--- config.mk ---
export PLATFORM = sky130hd
export DESIGN_NAME = route_switch
export DESIGN_NICKNAME = d
export VERILOG_FILES = /design/src/rtl/route_pkg.sv /design/src/rtl/route_rst_sync.sv /design/src/rtl/route_hdr_rx.sv /design/src/rtl/route_tbl.sv /design/src/rtl/route_gate.sv /design/src/rtl/route_switch.sv
export SDC_FILE = /design/constraint.sdc
export NUM_CORES = 1
export LEC_CHECK = 0
export CAP_MARGIN = 5
export CORE_MARGIN = 4
export CORE_UTILIZATION = 54
export DETAILED_ROUTE_END_ITERATION = 12
export PLACE_DENSITY = 0.75
export REMOVE_ABC_BUFFERS = 1
export SLEW_MARGIN = 20
export SYNTH_ARGS = -nofsm -noshare
export SYNTH_HDL_FRONTEND = slang
export SYNTH_SLANG_ARGS = --single-unit
--- constraint.sdc ---
create_clock -name clk -period 6.4 [get_ports clk]
set_input_delay 1.6 -clock clk [delete_from_list [all_inputs] [get_ports clk]]
set_output_delay 1.6 -clock clk [all_outputs]
set_load 0.02 [all_outputs]
--- src/rtl/route_pkg.sv ---
package route_pkg;

  // Receive framing state
  typedef enum logic [1:0] {
    RX_IDLE = 2'd0,
    RX_HDR  = 2'd1,
    RX_PAY  = 2'd2
  } rx_state_e;

endpackage

--- src/rtl/route_rst_sync.sv ---
module route_rst_sync (
  input  logic clk,
  input  logic rst_n,
  output logic rst_s_n
);

  logic [1:0] sync_q;

  always_ff @(posedge clk or negedge rst_n) begin
    if (!rst_n) sync_q <= 2'b00;
    else        sync_q <= {sync_q[0], 1'b1};
  end

  assign rst_s_n = sync_q[1];

endmodule

--- src/rtl/route_hdr_rx.sv ---
module route_hdr_rx
  import route_pkg::*;
#(
  parameter int MSB_W    = 2,
  parameter int SLOT_W   = 8,
  parameter int PAY_BITS = 424
) (
  input  logic              clk,
  input  logic              rst_n,
  input  logic              rx_bit,
  output logic              in_idle,
  output logic              hdr_fire,
  output logic [MSB_W-1:0]  hdr_msb,
  output logic [SLOT_W-1:0] hdr_slots
);

  localparam int HDR_BITS = MSB_W + SLOT_W;
  localparam int CNT_MAX  = (HDR_BITS > PAY_BITS) ? HDR_BITS : PAY_BITS;
  localparam int CNT_W    = $clog2(CNT_MAX + 1);
  localparam logic [CNT_W-1:0] LAST_HDR = CNT_W'(HDR_BITS - 1);
  localparam logic [CNT_W-1:0] LAST_PAY = CNT_W'(PAY_BITS - 1);

  rx_state_e             st_q, st_d;
  logic [CNT_W-1:0]      cnt_q, cnt_d;
  logic [HDR_BITS-2:0]   sh_q, sh_d;
  logic [HDR_BITS-1:0]   word;

  // next state
  always_comb begin
    st_d  = st_q;
    cnt_d = cnt_q;
    sh_d  = sh_q;
    unique case (st_q)
      RX_IDLE: begin
        if (rx_bit) begin
          st_d  = RX_HDR;
          cnt_d = '0;
        end
      end
      RX_HDR: begin
        sh_d = {sh_q[HDR_BITS-3:0], rx_bit};
        if (cnt_q == LAST_HDR) begin
          st_d  = RX_PAY;
          cnt_d = '0;
        end else begin
          cnt_d = cnt_q + CNT_W'(1);
        end
      end
      RX_PAY: begin
        if (cnt_q == LAST_PAY) begin
          st_d  = RX_IDLE;
          cnt_d = '0;
        end else begin
          cnt_d = cnt_q + CNT_W'(1);
        end
      end
      default: begin
        st_d  = RX_IDLE;
        cnt_d = '0;
      end
    endcase
  end

  // registers
  always_ff @(posedge clk or negedge rst_n) begin
    if (!rst_n) begin
      st_q  <= RX_IDLE;
      cnt_q <= '0;
      sh_q  <= '0;
    end else begin
      st_q  <= st_d;
      cnt_q <= cnt_d;
      sh_q  <= sh_d;
    end
  end

  // The last header bit is taken straight from the line
  assign word     = {sh_q, rx_bit};
  assign hdr_fire = (st_q == RX_HDR) && (cnt_q == LAST_HDR);
  assign in_idle  = (st_q == RX_IDLE);
  assign hdr_msb  = word[HDR_BITS-1 -: MSB_W];

  // slot 0 arrives first, so it sits highest in the shifted word
  for (genvar j = 0; j < SLOT_W; j++) begin : g_slot
    assign hdr_slots[j] = word[SLOT_W-1-j];
  end

endmodule

--- src/rtl/route_tbl.sv ---
module route_tbl #(
  parameter int PORTS  = 3,
  parameter int ADDR_W = 5,
  parameter int MSB_W  = 2,
  localparam int SLOT_W = 1 << (ADDR_W - MSB_W),
  localparam int ENT_W  = 1 << ADDR_W,
  localparam int SEL_W  = (PORTS > 1) ? $clog2(PORTS) : 1
) (
  input  logic              clk,
  input  logic              rst_n,
  input  logic              wr_en,
  input  logic [SEL_W-1:0]  wr_sel,
  input  logic [ENT_W-1:0]  wr_word,
  input  logic              load,
  input  logic [MSB_W-1:0]  msb,
  input  logic [SLOT_W-1:0] slots,
  output logic [PORTS-1:0]  hit,
  output logic              single
);

  localparam int GROUPS = 1 << MSB_W;

  for (genvar k = 0; k < PORTS; k++) begin : g_port
    logic [ENT_W-1:0]  staged_q, staged_d;
    logic [ENT_W-1:0]  active_q, active_d;
    logic [SLOT_W-1:0] sub;
    logic              wr_hit;

    assign wr_hit = wr_en && (wr_sel == SEL_W'(k));

    always_comb begin
      staged_d = staged_q;
      if (wr_hit) staged_d = wr_word;
      active_d = active_q;
      if (load) active_d = staged_q;
    end

    always_ff @(posedge clk or negedge rst_n) begin
      if (!rst_n) begin
        staged_q <= '0;
        active_q <= '0;
      end else begin
        staged_q <= staged_d;
        active_q <= active_d;
      end
    end

    // slice chosen by the binary bits
    always_comb begin
      sub = '0;
      for (int g = 0; g < GROUPS; g++) begin
        if (msb == MSB_W'(g)) sub = active_q[g*SLOT_W +: SLOT_W];
      end
    end

    assign hit[k] = |(sub & slots);
  end

  assign single = (slots != '0) && ((slots & (slots - SLOT_W'(1))) == '0);

endmodule

--- src/rtl/route_gate.sv ---
module route_gate #(
  parameter int PORTS   = 3,
  parameter int LAT     = 11,
  parameter int PKT_LEN = 435
) (
  input  logic             clk,
  input  logic             rst_n,
  input  logic             rx_bit,
  input  logic             fire,
  input  logic [PORTS-1:0] hit,
  input  logic             single,
  output logic [PORTS-1:0] tx_bit,
  output logic [PORTS-1:0] route_mask,
  output logic             hdr_bad
);

  localparam int OCNT_W = $clog2(PKT_LEN);
  localparam logic [OCNT_W-1:0] LAST_OUT = OCNT_W'(PKT_LEN - 1);

  logic [LAT-1:0]    dly_q, dly_d;
  logic [PORTS-1:0]  mask_q, mask_d;
  logic              bad_q, bad_d;
  logic              busy_q, busy_d;
  logic [OCNT_W-1:0] ocnt_q, ocnt_d;

  always_comb begin
    dly_d  = {dly_q[LAT-2:0], rx_bit};
    mask_d = mask_q;
    bad_d  = bad_q;
    busy_d = busy_q;
    ocnt_d = ocnt_q;
    if (fire) begin
      // a new header wins over the end of the previous packet
      mask_d = single ? hit : '0;
      bad_d  = ~single;
      busy_d = 1'b1;
      ocnt_d = '0;
    end else if (busy_q) begin
      if (ocnt_q == LAST_OUT) begin
        mask_d = '0;
        bad_d  = 1'b0;
        busy_d = 1'b0;
        ocnt_d = '0;
      end else begin
        ocnt_d = ocnt_q + OCNT_W'(1);
      end
    end
  end

  always_ff @(posedge clk or negedge rst_n) begin
    if (!rst_n) begin
      dly_q  <= '0;
      mask_q <= '0;
      bad_q  <= 1'b0;
      busy_q <= 1'b0;
      ocnt_q <= '0;
    end else begin
      dly_q  <= dly_d;
      mask_q <= mask_d;
      bad_q  <= bad_d;
      busy_q <= busy_d;
      ocnt_q <= ocnt_d;
    end
  end

  assign tx_bit     = mask_q & {PORTS{dly_q[LAT-1]}};
  assign route_mask = mask_q;
  assign hdr_bad    = bad_q;

endmodule

--- src/rtl/route_switch.sv ---
module route_switch #(
  parameter int PORTS    = 3,
  parameter int ADDR_W   = 5,
  parameter int MSB_W    = 2,
  parameter int PAY_BITS = 424,
  localparam int SEL_W   = (PORTS > 1) ? $clog2(PORTS) : 1,
  localparam int ENT_W   = 1 << ADDR_W
) (
  input  logic             clk,
  input  logic             rst_n,
  input  logic             rx_bit,
  input  logic             tbl_we,
  input  logic [SEL_W-1:0] tbl_sel,
  input  logic [ENT_W-1:0] tbl_word,
  output logic [PORTS-1:0] tx_bit,
  output logic [PORTS-1:0] route_mask,
  output logic             hdr_bad
);

  localparam int SLOT_W   = 1 << (ADDR_W - MSB_W);
  localparam int HDR_BITS = MSB_W + SLOT_W;
  localparam int LAT      = HDR_BITS + 1;
  localparam int PKT_LEN  = 1 + HDR_BITS + PAY_BITS;

  logic              rst_s_n;
  logic              in_idle;
  logic              hdr_fire;
  logic [MSB_W-1:0]  hdr_msb;
  logic [SLOT_W-1:0] hdr_slots;
  logic [PORTS-1:0]  hit;
  logic              single;

  route_rst_sync u_rst (
    .clk     (clk),
    .rst_n   (rst_n),
    .rst_s_n (rst_s_n)
  );

  route_hdr_rx #(
    .MSB_W    (MSB_W),
    .SLOT_W   (SLOT_W),
    .PAY_BITS (PAY_BITS)
  ) u_rx (
    .clk       (clk),
    .rst_n     (rst_s_n),
    .rx_bit    (rx_bit),
    .in_idle   (in_idle),
    .hdr_fire  (hdr_fire),
    .hdr_msb   (hdr_msb),
    .hdr_slots (hdr_slots)
  );

  route_tbl #(
    .PORTS  (PORTS),
    .ADDR_W (ADDR_W),
    .MSB_W  (MSB_W)
  ) u_tbl (
    .clk     (clk),
    .rst_n   (rst_s_n),
    .wr_en   (tbl_we),
    .wr_sel  (tbl_sel),
    .wr_word (tbl_word),
    .load    (in_idle),
    .msb     (hdr_msb),
    .slots   (hdr_slots),
    .hit     (hit),
    .single  (single)
  );

  route_gate #(
    .PORTS   (PORTS),
    .LAT     (LAT),
    .PKT_LEN (PKT_LEN)
  ) u_gate (
    .clk        (clk),
    .rst_n      (rst_s_n),
    .rx_bit     (rx_bit),
    .fire       (hdr_fire),
    .hit        (hit),
    .single     (single),
    .tx_bit     (tx_bit),
    .route_mask (route_mask),
    .hdr_bad    (hdr_bad)
  );

endmodule

Word level (Yosys, flattened, before mapping)
Cells that the tools add are included. W data, S select, Z words.

Register bits: 239. Bits of input ports: 38. Output and inout bits: 7.

Add/sub/neg operators: 3. Equality and inequality tests: 13. Mux-type cells: 33. Bitwise operators: 6. Reduce and logical (&&, ||, !) cells: 17.

Operators by type and width (count): $mux W8 (12); $mux W9 (6); $and A8 B8 Y8 (4); $pmux W9 S3 (1); $reduce_or A8 Y1 (3); $add A9 B1 Y9 const B (2); $eq A9 B9 Y1 const B (2); $mux W3 (4); $eq A9 B4 Y1 const B (1); $eq A2 B2 Y1 const B (4); $logic_not A8 Y1 (1); $reduce_bool A8 Y1 (1); $sub A8 B1 Y8 const B (1); $eq A2 B1 Y1 const B (3); $logic_not A2 Y1 (3); $mux W1 (6); $mux W2 (3); $pmux W2 S3 (1); $logic_and A1 B1 Y1 (5); $ne A2 B2 Y1 const B (2); $reduce_bool A2 Y1 (2); $and A3 B3 Y3 (1); $reduce_and A3 Y1 (1); $ne A2 B1 Y1 const B (1); other kinds (2) (2).

Logic depth before layout (Yosys ltp)
Depth in word-level cells: 9. Depth in mapped cells: 8. Depth with buffers taken out: 7.

Modules after synthesis
Synthesis repeated with hierarchy kept, for this count alone.

Cells, all modules: 709. Area, all modules: 10217.3 um^2.

Modules (own cells, without submodules): route_tbl (times used 1, cells each 531, area an instance 8106.5 um^2, sequential area each 4804.6 um^2); route_hdr_rx (times used 1, cells each 91, area an instance 1046.0 um^2, sequential area each 500.5 um^2); route_gate (times used 1, cells each 84, area an instance 1011.0 um^2, sequential area each 625.6 um^2); route_rst_sync (times used 1, cells each 3, area an instance 53.8 um^2, sequential area each 50.0 um^2).

Worst setup path after synthesis
Ideal clock, no wire load.

Path kind: input port to flip-flop. From: in tbl_sel[1]. To: reg u_tbl.g_port[0].staged_q[10]. Library setup time: 125 ps. Arrival: 2743 ps. Data required time: 6275 ps. Setup slack: 3532 ps. Stages: 3. Buffers on the path: 1. Cell sequence: nor3b_1 -> clkbuf_1 -> mux2_2.

Word-level cells in the longest chain between the ends: 2.

RTL lines: start, declared (RTL line route_switch.sv:13) `input logic [SEL_W-1:0] tbl_sel,`; $logic_not A2 Y1 (RTL line route_tbl.sv:29) `assign wr_hit = wr_en && (wr_sel == SEL_W'(k));`; $logic_and A1 B1 Y1 (RTL line route_tbl.sv:29); end signal, assigned (RTL line route_tbl.sv:43) `staged_q <= staged_d;`; end, declared (RTL line route_tbl.sv:24) `logic [ENT_W-1:0] staged_q, staged_d;`.

Every way passes these cells. A chain may end at the register's enable or synchronous reset.

Final worst setup path
From: reg u_gate.mask_q[1], in the netlist u_gate.route_mask[1]. To: out tx_bit[1].

Word-level cells in the longest chain between the ends: 1.

RTL lines: start, declared (RTL line route_gate.sv:21) `logic [PORTS-1:0] mask_q, mask_d;`; start signal, assigned (RTL line route_gate.sv:59) `mask_q <= mask_d;`; $and A3 B3 Y3 (RTL line route_gate.sv:66) `assign tx_bit = mask_q & {PORTS{dly_q[LAT-1]}};`; end, declared (RTL line route_switch.sv:15) `output logic [PORTS-1:0] tx_bit,`.

Every way passes these cells.

==> metrics <==
crit end category primary output; initial DRC count 305; WS Path Type flip-flop to primary output; critical path fanouts, max 4; Post-Syn Area per Cell 14.21 µm²; Yosys reg bits 239; async set-reset flop share out of synthesis 1.000; Worst setup SP type flip-flop; Fin Setup TNS 0 ps; Area Growth Syn to Fin 14.75%; TritonRoute pass-1 iters 6; Synth cell types 57; cts hold-fix bufs 0; RePlAce Congestion 0.8174; peak supply drop 0.2791 mV; period utilization 0.5222; number of synthesized flops with an enable pin 0; top cell type's share of synthesized area 0.5995; Core Area 0.01809 mm²; r2r worst-path depth 6; mapped cell area 0.009976 mm²; reg2reg setup slack 3920 ps; Placed Cells 944; fin util 0.6329; WHS Endpoint u_gate.dly_q[4]; clk_skew 20.19 ps; total power 5.396 mW; final hold violation count 0; worst skew pair latency 520 ps; worst hold-check path type flip-flop to flip-flop; vias in the first global route 6303; CP max stage cell clkdlybuf4s50_1; io pins 45; most frequent cells after synthesis 239 x dfrtp_1, 200 x mux2_2, 29 x clkbuf_1, 29 x nand2_1, 17 x o21ai_0; Final Max Slew Viols 0; pwr/cell area 471.4 mW/mm²; largest family of logic cells by synthesized area multiplexers; CTS root buf clkbuf_16; clk slew on worst S/H paths 60 ps; Bufs on Longest Clock Path 3; H-tree Lvls 1; final antenna-violating net count 0; RR Endpoint u_gate.route_mask[0]; wire length of the first global-routing pass 33100 µm; WHS Path Cells 0; cell taking the most area after synthesis dfrtp_1; Rows 49; Sink Count 239; CP required 4800 ps; RSZ-0062 raised after global routing no; Filler cells 1331; Adder-Cell Fraction of Synth Area 0.01104; HPWL Detailed 12620 µm; worst hold start u_gate.dly_q[3]; Vias per Instance 5.903; min Tclk post-route 3342 ps; final wirelength 19820 µm; via count 5838; DR WL/cell 20.04 µm; Die Y 143.9 µm; FMAX 0.2992 GHz; share of cells above drive strength 1 0.3434; max incr delay on CP 600 ps; Final #Nets 788; CTS tree done; GRT Total Usage 0.1992; Inserted Clock Buffers 25; gr ovfl total 0; P_leak 4.832 nW; sequential fraction of the synthesis area 0.5995; final count of negative-setup-slack endpoints 0; post-synthesis mux area share 0.2515; Slew HR 0.3337; Synth Area in Simple Gates 0.05682; Synth Warn # 0; # Max-Cap Violations 0; cell count after synthesis 702; largest net degree at the start of global routing 183; Critical Path AT 1740 ps; antenna violations before repair 0; most numerous cell in the Yosys netlist dfrtp_1; Compound-Gate Fraction of Synth Area 0.05393; Synth Area in XOR/XNOR 0.008780; post-CTS setup buffer count 0; number of diodes 0; worst reg2reg startpoint u_rx.sh_q[7]; Worst-Margin Slew 999.4 ps; placed inst area 0.01064 mm²; area of the multi-input gates 0.003832 mm²; post-CTS sizing 0; Port Buffer Count 44; Sequential Area 0.005986 mm²; # DRC 0; dominant synthesized flop cell dfrtp_1; status completed; Final Cell Area 0.01145 mm²; CP Cell Sequence and2_1, clkdlybuf4s50_1; die footprint 0.02071 mm²; Starting Density 0.5516; post-route insts no fill 989; largest cells by area after synthesis dfrtp_1 60%, mux2_2 23%, mux2i_1 1.1%, clkbuf_1 1.1%, nand2_1 1.1%; Die W 143.9 µm
[layout by cell type (no fill, tap or decap), types with 2 or more instances in the layout]
master           instances
a221oi_1                 2
a31oi_1                  3
o211ai_1                 3
xnor2_1                  5
inv_1                    8
clkbuf_8                 7
and2_1                   4
xor2_1                   5
clkbuf_16               25
a21oi_1                  9
or3_1                    3
nand4_1                  4
clkinv_2                 4
a222oi_1                 4
o2bb2ai_1                3
clkbuf_1                 7
nor2_1                  14
o21ai_0                 17
a32oi_1                  2
nand4b_1                 3
mux4_2                   4
nand2b_1                 6
a22oi_1                  8
a211oi_1                 4
dfrtp_1                237
clkdlybuf4s50_1         44
and3_1                   5
o21ai_1                  8
mux2_1                   5
nand2_1                 29
buf_4                    6
mux2i_1                 11
a22o_1                   5
nand3_1                  7
nand3b_1                 8
ha_1                     7
mux2_2                 200
nor2b_1                  4
nor3b_1                  2
[kinds of logic after synthesis]
family | Yosys count
AO/OA/AOI/OAI | 77
XOR/XNOR | 10
adder cells (fa/ha/maj) | 9
buffers and inverters | 46
flip-flops | 239
multiplexers | 220
other | 1
AND/OR/NAND/NOR | 100
[flip-flops by register name (all words and copies together) (netlist names), 2 cells and up]
name and flops:
u_gate.route_mask 3, u_tbl.g_port.active_q 96, u_rx.sh_q 9, u_rx.st_q 2, u_gate.ocnt_q 9, u_tbl.g_port.staged_q 96
u_gate.dly_q 11, u_rx.cnt_q 9, u_rst.sync_q 2
[critical path: cells and delay by family (launching register included)]
family        cells  cell delay, ps
buf+inv           1             600
flops             1             470
simple gates      1             170
[layout make-up]
| cell class | instances | share of cell area |
|---|---|---|
| sequential | 239 | 0.5229 |
| inverter | 8 | 0.002623 |
| timing repair buffer | 51 | 0.04416 |
| clock inverter | 6 | 0.005137 |
| tap | 229 | 0.02503 |
| multi-input combinational | 417 | 0.3348 |
| clock buffer | 39 | 0.06536 |
[power by group]
group / leakage (nW) / internal, mW / total, mW / switching (mW)
clock: 0.401 / 0.841 / 1.41 / 0.569
combinational: 1.57 / 0.874 / 1.58 / 0.706
sequential: 2.86 / 2.02 / 2.41 / 0.384
[metrics by stage]
stage / setup WS (ps) / hold slack [ps]
3_3_place_gp: 2758 / 333.8
6_report: 3058 / 347.8
4_1_cts: 3054 / 350.1
2_1_floorplan: -753.6 / 331.2
3_5_place_dp: 2756 / 337.8
5_1_grt: 3024 / 353.7
[worst max path at each step]
stage	from	endpoint	depth (start not counted)
2_1_floorplan	u_rst.sync_q[1]	u_gate.busy_q	0
3_3_place_gp	rx_bit	u_rx.st_q[0]	4
3_5_place_dp	rx_bit	u_rx.st_q[0]	4
4_1_cts	u_gate.route_mask[1]	tx_bit[1]	2
5_1_grt	u_gate.route_mask[1]	tx_bit[1]	2
6_report	u_gate.route_mask[1]	tx_bit[1]	2
[per-layer routing]
metal | GRT usage | share of wire | up-vias
li1 | - | - | 2628
met1 | 0.2788 | 0.45 | 3044
met4 | 0.05253 | 0.024 | 0
met3 | 0.03394 | 0.036 | 41
met2 | 0.3263 | 0.49 | 125
met5 | 0 | 0 | -
Power figures use the tool's default switching activity.
